File: src/rtl/park_pkg.sv
// Package: shared types and constants for the parking occupancy tracker.
// Assumes exactly two vehicle categories; the status codes are fixed
// because downstream gate logic decodes them.
package park_pkg;

    localparam int NUM_CAT = 2;

    typedef enum logic [2:0] {
        ST_LVL1  = 3'd0,
        ST_LVL2  = 3'd1,
        ST_FULL  = 3'd2,
        ST_LEFT1 = 3'd3,
        ST_LEFT2 = 3'd4
    } park_stat_e;

endpackage

File: src/rtl/park_cat_slot.sv
// Module: occupancy counter for one category.
// Holds the registered count and exposes its next value combinationally.
// Assumes arr_hit and dep_hit are never both high; the caller resolves
// priority. The count saturates at SLOTS and at zero.
module park_cat_slot #(
    parameter int SLOTS = 5,
    parameter int CNT_W = $clog2(SLOTS + 1)
) (
    input  logic             clk,
    input  logic             rst_n,
    input  logic             arr_hit,
    input  logic             dep_hit,
    output logic             arr_ok,
    output logic             dep_ok,
    output logic [CNT_W-1:0] cnt_nxt
);

    localparam logic [CNT_W-1:0] CAP = CNT_W'(SLOTS);
    localparam logic [CNT_W-1:0] ONE = CNT_W'(1);

    logic [CNT_W-1:0] cnt_q;

    // Decide whether this cycle's request can be honoured.
    always_comb begin
        arr_ok = arr_hit && (cnt_q < CAP);
        dep_ok = dep_hit && (cnt_q != '0);
    end

    // Next count: reset, increment, decrement or hold.
    always_comb begin
        if (!rst_n)
            cnt_nxt = '0;
        else if (arr_ok)
            cnt_nxt = cnt_q + ONE;
        else if (dep_ok)
            cnt_nxt = cnt_q - ONE;
        else
            cnt_nxt = cnt_q;
    end

    // Register the count.
    always_ff @(posedge clk) begin
        cnt_q <= cnt_nxt;
    end

endmodule

File: src/rtl/park_status_sel.sv
// Module: status code selection and status register.
// Produces the status for the current request from per-category accept
// flags. If nothing is honoured and no arrival is present, the last
// status is kept. Assumes dep_vld has already been masked by arr_vld.
module park_status_sel
    import park_pkg::*;
(
    input  logic               clk,
    input  logic               rst_n,
    input  logic               arr_vld,
    input  logic               arr_cat,
    input  logic               dep_vld,
    input  logic               dep_cat,
    input  logic [NUM_CAT-1:0] arr_ok,
    input  logic [NUM_CAT-1:0] dep_ok,
    output park_stat_e         stat_nxt
);

    park_stat_e stat_q;

    // Choose the code for this cycle.
    always_comb begin
        if (!rst_n)
            stat_nxt = ST_FULL;
        else if (arr_vld)
            stat_nxt = arr_ok[arr_cat] ? (arr_cat ? ST_LVL2 : ST_LVL1) : ST_FULL;
        else if (dep_vld && dep_ok[dep_cat])
            stat_nxt = dep_cat ? ST_LEFT2 : ST_LEFT1;
        else
            stat_nxt = stat_q;
    end

    // Register the shown status.
    always_ff @(posedge clk) begin
        stat_q <= stat_nxt;
    end

endmodule

File: src/rtl/park_occupancy_tracker.sv
// Module: top of the two-category parking occupancy tracker.
// Arrival wins over departure in the same cycle. Outputs are combinational
// from registered state and the current request (same-cycle response).
// Reset is synchronous, active low.
module park_occupancy_tracker
    import park_pkg::*;
#(
    parameter int SLOTS = 5,
    parameter int CNT_W = $clog2(SLOTS + 1)
) (
    input  logic             clk,
    input  logic             rst_n,
    input  logic             arr_vld,
    input  logic             arr_cat,
    input  logic             dep_vld,
    input  logic             dep_cat,
    output logic [2:0]       status,
    output logic [CNT_W-1:0] occ_a,
    output logic [CNT_W-1:0] occ_b
);

    logic [NUM_CAT-1:0] arr_ok;
    logic [NUM_CAT-1:0] dep_ok;
    logic [CNT_W-1:0]   cnt_nxt [NUM_CAT];
    logic               dep_eff;
    park_stat_e         stat_nxt;

    // Arrival priority: a departure only counts with no arrival present.
    always_comb begin
        dep_eff = dep_vld && !arr_vld;
    end

    for (genvar c = 0; c < NUM_CAT; c++) begin : g_cat
        park_cat_slot #(
            .SLOTS (SLOTS),
            .CNT_W (CNT_W)
        ) u_slot (
            .clk     (clk),
            .rst_n   (rst_n),
            .arr_hit (arr_vld && (arr_cat == 1'(c))),
            .dep_hit (dep_eff && (dep_cat == 1'(c))),
            .arr_ok  (arr_ok[c]),
            .dep_ok  (dep_ok[c]),
            .cnt_nxt (cnt_nxt[c])
        );
    end

    park_status_sel u_stat (
        .clk      (clk),
        .rst_n    (rst_n),
        .arr_vld  (arr_vld),
        .arr_cat  (arr_cat),
        .dep_vld  (dep_eff),
        .dep_cat  (dep_cat),
        .arr_ok   (arr_ok),
        .dep_ok   (dep_ok),
        .stat_nxt (stat_nxt)
    );

    // Drive the outputs.
    always_comb begin
        status = stat_nxt;
        occ_a  = cnt_nxt[0];
        occ_b  = cnt_nxt[1];
    end

endmodule

File: config.mk
export PLATFORM = sky130hd
export DESIGN_NAME = park_occupancy_tracker
export DESIGN_NICKNAME = d
export VERILOG_FILES = /design/src/rtl/park_pkg.sv /design/src/rtl/park_cat_slot.sv /design/src/rtl/park_status_sel.sv /design/src/rtl/park_occupancy_tracker.sv
export SDC_FILE = /design/constraint.sdc
export NUM_CORES = 1
export LEC_CHECK = 0
export BUFFER_PORTS_ARGS = -buffer_cell sky130_fd_sc_hd__buf_2
export CAP_MARGIN = 5
export CORE_MARGIN = 3
export CORE_UTILIZATION = 52
export DETAILED_ROUTE_END_ITERATION = 8
export MAX_ROUTING_LAYER = met4
export PLACE_DENSITY = 0.76
export SYNTH_ARGS = -nofsm -noshare
export SYNTH_HDL_FRONTEND = slang
export SYNTH_HIERARCHICAL = 1
export SYNTH_SLANG_ARGS = --single-unit
File: constraint.sdc
create_clock -name clk -period 2.2 [get_ports clk]
set_input_delay 0.44 -clock clk [delete_from_list [all_inputs] [get_ports clk]]
set_output_delay 0.44 -clock clk [all_outputs]
set_load 0.05 [all_outputs]
==> results by group <==
Routing
  – DRC errors left: 0
  – Vias per cell: around 6.3
  – 1st-iter DRT viols: 44
  – Via count: between 800 and 900
  – WL final: approximately 2900 um
  – Drt pass-1 iters: 4
  – Antenna-violating nets left: 0
  – Avg WL per Cell: 20.91 um

Layout
  – Final instance area: 1197 um^2
  – Final core occ: 90.88%
  – Layout cells sized above 1: 58.73%
  – Synth-to-Final Area Change: 61.11%
  – Final #Nets: 139
  – # diodes: 0

Global routing
  – First-pass GRT wire length: 4015 um
  – All-Layer GR Usage: 29.60%
  – M2 GR Usage: 49.42%
  – Met3 usage: 6.224%
  – Vias in the first global route: 864
  – GR Layer Usage met1: approximately a third
  – Pin count of the biggest net entering global routing: 19
  – GRT busiest layer: met2
  – Initial antenna violation count: 0
  – Gr ovfl total: 0

Placed design
  – Gpl congestion: 0.8121
  – PortBufs: 14
  – HPWL Detailed: 1401 um
  – Dpl cell area: 1003 um^2
  – Dpl ws: -28.93 ps

Synth
  – Post-synth cell types: 32
  – Synth Area in Adders: 10.10%
  – Cell area after synthesis: 743.2 um^2
  – Syn avg cell area: 8.642 um^2
  – Synthesized instance count: 86
  – Synth warnings: 6
  – Seq/Total Area, Yosys: 24.24%
  – Largest family of logic cells by synthesized area: simple AND/OR/NAND/NOR gates
  – Commonest cells post-synth: 9 x dfxtp_1, 9 x nand2_1, 8 x inv_1
  – Synth async-reset ratio: 0%
  – Mux cell area share after synthesis: under 10%
  – Post-synthesis compound-gate area fraction: 28.96%
  – Primary FF master, synth: dfxtp_1
  – Post-synth top area cell: dfxtp_1
  – Number of synthesized flops with an enable pin: 0
  – Synth Area in XOR/XNOR: 0%
  – Syn Nets: about 100
  – FF+latch count, synth: 9
  – Synth top area cells: dfxtp_1 24%, ha_1 10%, a21oi_1 4.7%
  – Share of the synthesized area in the top cell type: 24.24%
  – Simple-gate share of the synthesized area: 29.97%

Timing
  – Final cycle utilization of the critical path: 105.1%
  – Setup Skew: 0.6992 ps
  – Relative slew slack: approximately three quarters
  – Final Hold Viols: 0
  – Hold WS: around 580 ps
  – Worst Tran Pin Value: 345.9 ps
  – Final Setup Violations: 4
  – Post-layout min period: around 2300 ps
  – Setup ws final: -111.1 ps
  – RSZ-0062 raised after global routing: yes
  – Count of final max-slew check failures: 0
  – F_max: between 400 and 500 MHz

Floorplan
  – Die W: 43.81 um
  – Die area: between 1500 and 2000 um^2
  – Initial Utilization: a little under three fifths
  – DIE HEIGHT: 43.81 um
  – Core ar.: approximately 1300 um^2
  – Io pins: 15
  – Standard-cell rows: 13

Critical path
  – Startpoint Class: input pin
  – Kind of critical path: in2out
  – Slowest stage delay, CP: 280 ps
  – Critical path peak fanout: 6
  – CP Cell Sequence: buf_2 -> nor3b_4 -> and2_4 -> buf_6 -> a21oi_2 -> or2_1 -> a32oi_2 -> buf_6
  – CP most frequent cell: buf_6
  – Worst endpoint required time: 1760 ps
  – CP max-delay cell: nor3b_4
  – Element type at the critical path end: output port
  – Crit path DAT: 1870 ps

Power and ir drop
  – Clock share of power: 23.9%
  – Pleak: 0.5335 nW
  – Logic pwr share: between 40% and 50%
  – Power per standard cell area: 463.8 nW/um^2
  – Max rail drop VDD: 0.0004385 V
  – Flop pwr share: 32.8%
  – Internal power: 347.9 uW
  – Sw Ratio: 37.35%
  – Net Switching: 207.4 uW

Clocking
  – Clk buf depth: 2
  – Sink Count: 9
  – Root buffer cell: clkbuf_4
  – Clk slew on worst S/H paths: 60 ps
  – Clock Latency Late Sink: 270 ps
  – H-Tree Depth: 1
  – CTS tree: done
  – Hold Buf Count CTS: 0
  – CTS Buf Count: 3

Outcome
  – Failing checks: setup timing
  – Status: finished, violations left

Job
  – Max_cap viols: 0

Hold path
  – Min-Delay Path Class: reg2reg
## final cells by class
| class | instances | area, um^2 |
|---|---|---|
| inverter | 8 | 30.03 |
| sequential | 9 | 187.7 |
| clock buffer | 4 | 26.28 |
| timing repair buffer | 36 | 280.3 |
| multi-input combinational | 69 | 654.4 |
| fill | 48 | 120.1 |
| tap | 15 | 18.77 |
## path summary, 6_finish.rpt
check | from | cells past startpoint | end | slack, ps
min reg2reg | g_cat[0].u_slot/cnt_q[2] | 2 | g_cat[0].u_slot/cnt_q[2] | 580
max reg2reg | g_cat[0].u_slot/cnt_q[1] | 8 | u_stat/stat_q[1] | 710
max | arr_vld | 8 | status[1] | -110
min | g_cat[0].u_slot/cnt_q[2] | 2 | g_cat[0].u_slot/cnt_q[2] | 580
## power groups by stage
stage / clock (mW) / sequential (mW) / combinational, mW
after CTS: 0.138 / 0.181 / 0.202
final: 0.133 / 0.182 / 0.241
after detailed placement: 0 / 0.182 / 0.177
after global placement: 0 / 0.182 / 0.172
after floorplan: 0 / 0.184 / 0.111
after global routing: 0.140 / 0.183 / 0.252
## state kept, by name, indices dropped and copies added (netlist names)
register and cells:
u_stat/stat_q 3, g_cat.u_slot/cnt_q 6
## cell usage in the layout, fill, tap and decap left out, types with 3 or more instances in the layout
cell      instances
clkbuf_4          3
nor2b_1           3
buf_6             6
inv_1             5
dfxtp_2           6
nand2_1           8
buf_2             5
o211ai_1          3
nand2b_1          3
buf_4            25
ha_1              4
a21oi_2           4
a21oi_1           3
inv_2             3
and3b_1           4
dfxtp_1           3
## cell families (layout without fill, tap and decap cells)
logic type               Yosys count  after routing
AND/OR/NAND/NOR                   37             37
AO/OA/AOI/OAI                     24             24
flip-flops                         9              9
buffers and inverters              8             48
adder cells (fa/ha/maj)            6              6
multiplexers                       2              2
## worst max-delay path, delay by kind of cell
| kind | cells | cell delay [ps] |
|---|---|---|
| and+or+nand+nor | 3 | 720 |
| buffers and inverters | 3 | 440 |
| AOI/OAI and AO/OA | 2 | 270 |
## through the flow
stage / setup TNS [ps] / std cells / total power, mW
after global routing: -607.4 / 141 / 0.5755
final: -331.3 / 141 / 0.5554
after CTS: -36.98 / 137 / 0.5205
after detailed placement: -54.98 / 132 / 0.3593
after floorplan: 0 / 86 / 0.2949
after global placement: 0 / 132 / 0.3537
## routing by layer
metal  part of all wire, %  vias up
met3                   8.9       14
met2                    50       56
met4                   4.2        0
met1                    36      426
met5                     0        -
li1                      -      398
## repair_timing
action                                  4_1_cts  5_1_grt
buffers inserted                              1        4
gates resized for setup                      27       17
pin swaps                                     4        7
endpoints found under the setup margin        9        9
Note: power is estimated with default switching activity, not from simulation.
